$ cat config.mk
export PLATFORM = sky130hd
export DESIGN_NAME = ple_end_guard
export DESIGN_NICKNAME = d
export VERILOG_FILES = /design/src/rtl/ple_guard_pkg.sv /design/src/rtl/ple_access_policy.sv /design/src/rtl/ple_end_bank.sv /design/src/rtl/ple_end_guard.sv
export SDC_FILE = /design/constraint.sdc
export NUM_CORES = 1
export LEC_CHECK = 0
export ABC_AREA = 1
export BUFFER_PORTS_ARGS = -buffer_cell sky130_fd_sc_hd__buf_4
export CORE_MARGIN = 2
export CORE_UTILIZATION = 43
export DETAILED_ROUTE_END_ITERATION = 10
export GPL_ROUTABILITY_DRIVEN = 0
export MAX_ROUTING_LAYER = met4
export PLACE_DENSITY = 0.77
export SLEW_MARGIN = 20
export SYNTH_ARGS = -nofsm -noshare
export SYNTH_HDL_FRONTEND = slang
export SYNTH_HIERARCHICAL = 1
export SYNTH_SLANG_ARGS = --single-unit
$ cat constraint.sdc
create_clock -name clk -period 1.6 [get_ports clk]
set_clock_uncertainty 0.15 [all_clocks]
set_input_delay 0.4 -clock clk [delete_from_list [all_inputs] [get_ports clk]]
set_output_delay 0.4 -clock clk [all_outputs]
set_load 0.02 [all_outputs]
$ cat src/rtl/ple_guard_pkg.sv
package ple_guard_pkg;

    localparam int unsigned DATA_W    = 32;
    localparam int unsigned FIELD_LSB = 6;

    typedef struct packed {
        logic              write;
        logic              secure;
        logic              priv;
        logic [DATA_W-1:0] wdata;
    } acc_req_t;

    typedef struct packed {
        logic              valid;
        logic              undef;
        logic [DATA_W-1:0] rdata;
    } acc_rsp_t;

    typedef enum logic [1:0] {
        CLS_SEC_PRIV  = 2'b11,
        CLS_SEC_USER  = 2'b10,
        CLS_NS_PRIV   = 2'b01,
        CLS_NS_USER   = 2'b00
    } acc_class_e;

    // Highest bit of the line-count field for a given L2 size in KB.
    function automatic int unsigned field_top(input int unsigned l2_kb);
        case (l2_kb)
            128:     return 14;
            256:     return 15;
            512:     return 16;
            1024:    return 17;
            default: return FIELD_LSB;
        endcase
    endfunction

    // Storable bits; empty when no L2 is fitted.
    function automatic logic [DATA_W-1:0] field_mask(input int unsigned l2_kb);
        logic [DATA_W-1:0] m;
        int unsigned top;
        m   = '0;
        top = field_top(l2_kb);
        if (top > FIELD_LSB) begin
            for (int unsigned i = FIELD_LSB; i <= top; i++) begin
                m[i] = 1'b1;
            end
        end
        return m;
    endfunction

    function automatic acc_class_e classify(input acc_req_t r);
        return acc_class_e'({r.secure, r.priv});
    endfunction

endpackage

$ cat src/rtl/ple_access_policy.sv
module ple_access_policy
    import ple_guard_pkg::*;
(
    input  acc_req_t req,
    input  logic     ns_enable,
    input  logic     user_en_sel,
    input  logic     chan_ok,
    output logic     grant
);
    acc_class_e cls;
    logic       matrix_ok;

    always_comb begin
        cls = classify(req);
        unique case (cls)
            CLS_SEC_PRIV: matrix_ok = 1'b1;
            CLS_NS_PRIV:  matrix_ok = ns_enable;
            CLS_SEC_USER: matrix_ok = user_en_sel;
            CLS_NS_USER:  matrix_ok = user_en_sel & ns_enable;
            default:      matrix_ok = 1'b0;
        endcase
        grant = matrix_ok & chan_ok;
    end
endmodule

$ cat src/rtl/ple_end_bank.sv
module ple_end_bank
    import ple_guard_pkg::*;
#(
    parameter int unsigned        NCH  = 2,
    parameter int unsigned        CHW  = 1,
    parameter logic [DATA_W-1:0]  MASK = '0
) (
    input  logic              clk,
    input  logic              rst,
    input  logic              wr_en,
    input  logic [CHW-1:0]    wr_ch,
    input  logic [DATA_W-1:0] wdata,
    output logic [NCH-1:0][DATA_W-1:0] rd_vec
);
    for (genvar c = 0; c < NCH; c++) begin : g_chan
        logic [DATA_W-1:0] end_q;
        logic              hit;
        assign hit = wr_en && (32'(wr_ch) == c);
        always_ff @(posedge clk) begin
            if (rst) begin
                end_q <= '0;
            end else if (hit) begin
                end_q <= wdata & MASK;
            end
        end
        assign rd_vec[c] = end_q;
    end
endmodule

$ cat src/rtl/ple_end_guard.sv
module ple_end_guard
    import ple_guard_pkg::*;
#(
    parameter int unsigned NCH   = 2,
    parameter int unsigned L2_KB = 256,
    parameter int unsigned CHW   = (NCH > 1) ? $clog2(NCH) : 1
) (
    input  logic              clk,
    input  logic              rst,
    input  logic              ns_enable,
    input  logic [NCH-1:0]    user_enable,
    input  logic [CHW-1:0]    chan_sel,
    input  logic              req_valid,
    input  logic              req_write,
    input  logic              req_secure,
    input  logic              req_priv,
    input  logic [31:0]       req_wdata,
    output logic              rsp_valid,
    output logic              rsp_undef,
    output logic [31:0]       rsp_rdata
);
    localparam logic [DATA_W-1:0] MASK = field_mask(L2_KB);

    acc_req_t                    req;
    acc_rsp_t                    rsp_d, rsp_q;
    logic                        chan_ok;
    logic                        ue_sel;
    logic                        grant;
    logic                        wr_en;
    logic [NCH-1:0][DATA_W-1:0]  rd_vec;

    always_comb begin
        req.write  = req_write;
        req.secure = req_secure;
        req.priv   = req_priv;
        req.wdata  = req_wdata;
        chan_ok    = 32'(chan_sel) < 32'(NCH);
        ue_sel     = chan_ok ? user_enable[chan_sel] : 1'b0;
    end

    ple_access_policy u_policy (
        .req         (req),
        .ns_enable   (ns_enable),
        .user_en_sel (ue_sel),
        .chan_ok     (chan_ok),
        .grant       (grant)
    );

    assign wr_en = req_valid && req.write && grant;

    ple_end_bank #(.NCH(NCH), .CHW(CHW), .MASK(MASK)) u_bank (
        .clk    (clk),
        .rst    (rst),
        .wr_en  (wr_en),
        .wr_ch  (chan_sel),
        .wdata  (req.wdata),
        .rd_vec (rd_vec)
    );

    always_comb begin
        rsp_d.valid = req_valid;
        rsp_d.undef = req_valid && !grant;
        rsp_d.rdata = '0;
        if (req_valid && grant && !req.write) begin
            rsp_d.rdata = rd_vec[chan_sel] & MASK;
        end
    end

    always_ff @(posedge clk) begin
        if (rst) begin
            rsp_q <= '0;
        end else begin
            rsp_q <= rsp_d;
        end
    end

    assign rsp_valid = rsp_q.valid;
    assign rsp_undef = rsp_q.undef;
    assign rsp_rdata = rsp_q.rdata;
endmodule

==> out/metrics.csv, run 1 <==
stage,metric,value,unit
outcome,status,"finished, final reports clean",
sta,FMAX,716,MHz
clock_network,post-cts sizing count,0,
place,Setup WS pre-CTS,-0.149,ns
power,Power Dens Cells,907,nW/um^2
final_layout,area delta synth->final,18.9,%
global_routing,antenna violations before repair,0,
power,Max VDD drop,0.000316,V
setup_path,critical path capture point type,register,
final_layout,# fillers,348,
setup_path,crit path kind,in -> reg,
sta,RSZ-0062 raised after global routing,no,
sta,final setup fails,0,
final_layout,share of layout cells above drive strength 1,19.1,%
global_routing,vias in the first global route,1069,
detailed_routing,post-route ant nets,0,
clock_network,Clock Latency Late Sink,0.34,ns
place,dpl hpwl,1.92,mm
global_routing,first-pass GRT wire length,4.46,mm
die,Die Ht,63.1,microns
detailed_routing,drt pass-1 iters,5,
detailed_routing,DR iter-0 viols,26,
global_routing,Overall Global Routing Usage,14.8,%
power,LEAKAGE,0.873,nW
synth,Yosys Warn Count,6,
global_routing,total gr overflow,0,
detailed_routing,via/cell ratio,4.13,
flow_run,max-cap violations,0,
setup_path,Worst Reg-to-Reg Cells,4,
clock_network,H-Tree Depth,2,
final_layout,# diodes,0,
sta,Setup TNS,0,ns
clock_network,Clock Tree Buf Depth,2,
die,Initial Utilization,45.0,%
final_layout,Multi-input gate area,617,sq um
global_routing,largest net degree at the start of global routing,34,
sta,final worst path period need,1.40,ns
final_layout,"commonest non-fill, non-tap cell in the layout",nor2_1,
setup_path,R2R Path Start,u_bank/g_chan[1].end_q[8],
die,site row count,21,
setup_path,CP required,1.74,ns
detailed_routing,final wirelength,2.71,mm
sta,final worst-path cycle share,87.3,%
clock_network,Post-CTS Hold Buffers,0,
sta,hold slack,0.173,ns
worst_hold_path,HP Class,in -> reg,
clock_network,Clock transition at path regs,0.11,ns
sta,max-slew violations,0,
detailed_routing,Routed WL per cell,8.98,microns
clock_network,Clock Sinks,32,
place,port bufs,31,
setup_path,crit start category,input port,
clock_network,CTS Root Cell,clkbuf_4,
synth,Post-Synthesis Cells,221,
die,Core Area,3340,sq um
clock_network,postcts setup bufs,0,
sta,Final Hold Viols,0,
synth,synthesized area per cell,6.79,sq um
worst_hold_path,hold_sp,req_wdata[11],
final_layout,Final Non-Filler Cells,302,
detailed_routing,routed vias,1246,
final_layout,Final Cell Area,1790,sq um
die,Chip Width,63.1,microns
die,I/O pin count,76,
final_layout,Final #Nets,297,
final_layout,"commonest cells after routing, fill and taps aside","nor2_1, buf_4, inv_1",
clock_network,CTS tree,yes,
setup_path,Setup crit start,chan_sel,
setup_path,CP Max Fanout,10,
place,Area after DPL,1710,sq um
place,Placed Cells,294,
worst_hold_path,Hold Path Depth,3,
setup_path,CP arrival,1.54,ns
sta,post-route setup slack,0.203,ns
die,die area,3980,sq um
detailed_routing,DR DRC count,0,
synth,Post-Syn Area,1500,sq um
final_layout,Storage cell area,641,sq um
clock_network,CTS buffer count,5,
worst max-delay path: stages:
cell	delay, ns
buf_4	0.12
o21ai_1	0.11
nor2_1	0.05
nor2_1	0.13
inv_1	0.10
nor2_4	0.13
inv_2	0.06
nor2_4	0.24
nor2_1	0.08
nor2_1	0.10
per-stage QoR:
stage	power [W]	util (%)
2_1_floorplan	0.000998	-
3_3_place_gp	0.00101	51.1
3_5_place_dp	0.00102	51.1
4_1_cts	0.00163	53.5
5_1_grt	0.00169	53.5
6_report	0.00162	53.5
registers in the layout, summed over array words and instances, names as in the netlist:
register,count
rsp_rdata,10
rsp_undef,1
rsp_valid,1
u_bank/g_chan.end_q,20
where the power goes:
| part | internal [W] | switching, W |
|---|---|---|
| combinational | 0.0000603 | 0.000125 |
| clock | 0.000326 | 0.000295 |
| sequential | 0.000809 | 0.00000521 |
per-layer routing:
layer,global-route usage [%],routed length [microns]
met3,2.14,181
met2,24.9,1300
met5,-,0
met1,16.0,1150
met4,10.8,82
worst paths after layout:
path	end	slack, ns
worst max-delay path	u_bank/g_chan[0].end_q[10]	0.20
worst min-delay path	u_bank/g_chan[1].end_q[11]	0.17
worst max register to register	rsp_rdata[8]	0.73
worst min register to register	u_bank/g_chan[1].end_q[11]	0.32
area by class of cell:
cell class	instances	share of cell area [%]
clock buffers	5	2.10
clock inverters	3	2.38
inverters	36	7.57
multi-input cells	146	34.5
flip-flops and latches	32	35.9
well taps	46	3.22
repair buffers	34	14.3
(Power assumes the default switching activity.)
==> run 2: changes to the inputs <==
--- a/config.mk
+++ b/config.mk
@@ -12,7 +12,7 @@
 export DETAILED_ROUTE_END_ITERATION = 10
 export GPL_ROUTABILITY_DRIVEN = 0
 export MAX_ROUTING_LAYER = met4
-export PLACE_DENSITY = 0.77
+export PLACE_DENSITY = 0.84
 export SLEW_MARGIN = 20
 export SYNTH_ARGS = -nofsm -noshare
 export SYNTH_HDL_FRONTEND = slang
==> out/metrics.csv, run 2 (synthesis gave the netlist of run 1 again) <==
stage,metric,value,unit
sta,RSZ-0062 raised after global routing,no,
detailed_routing,Routed WL per cell,8.97,microns
die,die area,3980,sq um
power,LEAKAGE,0.868,nW
clock_network,Clock transition at path regs,0.09,ns
global_routing,Overall Global Routing Usage,14.9,%
outcome,status,"finished, final reports clean",
place,Area after DPL,1710,sq um
detailed_routing,post-route ant nets,0,
global_routing,total gr overflow,0,
final_layout,# fillers,322,
die,Core Area,3340,sq um
final_layout,share of layout cells above drive strength 1,19.1,%
detailed_routing,via/cell ratio,4.17,
global_routing,first-pass GRT wire length,4.49,mm
setup_path,crit path kind,in -> reg,
detailed_routing,drt pass-1 iters,4,
place,port bufs,31,
clock_network,Post-CTS Hold Buffers,0,
final_layout,Largest Register,u_bank/g_chan.end_q,
final_layout,Final #Nets,299,
setup_path,critical path capture point type,register,
clock_network,post-cts sizing count,0,
power,Max VDD drop,0.000317,V
detailed_routing,DR iter-0 viols,45,
sta,final setup fails,0,
sta,FMAX,715,MHz
setup_path,CP arrival,1.47,ns
sta,final worst-path cycle share,87.4,%
clock_network,Clock Latency Late Sink,0.32,ns
die,site row count,21,
sta,Final Hold Viols,0,
final_layout,final core occ,52.9,%
clock_network,Clock Tree Buf Depth,2,
die,Die Ht,63.1,microns
final_layout,Multi-input gate area,623,sq um
setup_path,"Critical Path, Cell by Cell",buf_4 -> o21ai_1 -> nor2_1 -> nor2_1 -> inv_1 -> nor2_4 -> buf_4 -> nand3_1 -> nand2_1 -> nor2_1,
sta,final worst path period need,1.40,ns
final_layout,Storage cell area,641,sq um
global_routing,antenna violations before repair,0,
worst_hold_path,HP Class,in -> reg,
final_layout,max reg flops,20,
setup_path,CP Max Fanout,12,
detailed_routing,DR DRC count,0,
global_routing,vias in the first global route,1071,
setup_path,CP most frequent cell,nor2_1,
final_layout,"commonest cells after routing, fill and taps aside","nor2_1, buf_4, inv_1",
setup_path,crit start category,input port,
final_layout,Final Cell Area,1770,sq um
clock_network,CTS Root Cell,clkbuf_4,
clock_network,H-Tree Depth,2,
die,Chip Width,63.1,microns
clock_network,CTS tree,yes,
detailed_routing,routed vias,1262,
setup_path,"Slowest-stage cell, CP",buf_4,
clock_network,Clock Sinks,32,
clock_network,CTS buffer count,5,
final_layout,"commonest non-fill, non-tap cell in the layout",nor2_1,
power,Power Dens Cells,799,nW/um^2
die,I/O pin count,76,
clock_network,postcts setup bufs,0,
detailed_routing,final wirelength,2.72,mm
setup_path,CP required,1.67,ns
final_layout,# diodes,0,
setup_path,CP max stage delay,0.20,ns
die,Initial Utilization,45.0,%
flow_run,max-cap violations,0,
sta,max-slew violations,0,
final_layout,area delta synth->final,17.6,%
global_routing,largest net degree at the start of global routing,34,
place,dpl hpwl,1.94,mm
## run 2: routing by layer
layer / up-vias / global-route usage [%] / wire length (microns)
met2: 48 / 26.3 / 1330
met1: 526 / 15.2 / 1120
met3: 8 / 2.68 / 209
met4: 0 / 8.89 / 55
met5: - / - / 0
li1: 680 / - / -
## run 2: report_power, final
| group | total (W) | leakage (nW) | switching, W | internal, W |
|---|---|---|---|---|
| Clock | 0.000410 | 0.0281 | 0.000248 | 0.000162 |
| Sequential | 0.000814 | 0.259 | 0.00000563 | 0.000809 |
| Combinational | 0.000187 | 0.581 | 0.000126 | 0.0000613 |
## run 2: area by class of cell
class                   instances  share of cell area (%)
clock buffers                   6                    2.34
flip-flops and latches         32                    36.3
well taps                      46                    3.26
inverters                      36                    7.65
multi-input cells             147                    35.3
clock inverters                 1                   0.283
repair buffers                 35                    14.9
## run 2: critical path: cells and delay by family
kind | cells | cell delay (ns)
simple gates | 6 | 0.54
buf+inv | 3 | 0.42
compound gates | 1 | 0.11
## run 2: worst paths after layout
path                                            startpoint                    endpoint  slack (ns)  cells past startpoint
worst max-delay path                              chan_sel  u_bank/g_chan[0].end_q[11]        0.20                     10
worst min-delay path                         req_wdata[14]  u_bank/g_chan[1].end_q[14]        0.19                      3
worst max register to register   u_bank/g_chan[1].end_q[7]                rsp_rdata[7]        0.76                      4
worst min register to register  u_bank/g_chan[1].end_q[15]  u_bank/g_chan[1].end_q[15]        0.32                      2
## run 2: through the flow
stage          std cells  hold slack [ns]  total power, W  worst slack, ns  TNS [ns]
3_3_place_gp         295            0.299         0.00101           -0.137     -2.11
6_report             303            0.190         0.00141            0.202         0
3_5_place_dp         295            0.306         0.00102           -0.173     -2.29
5_1_grt              303            0.178         0.00149           0.0105         0
4_1_cts              302            0.182         0.00142            0.163         0
2_1_floorplan        242            0.291        0.000998          0.00405         0
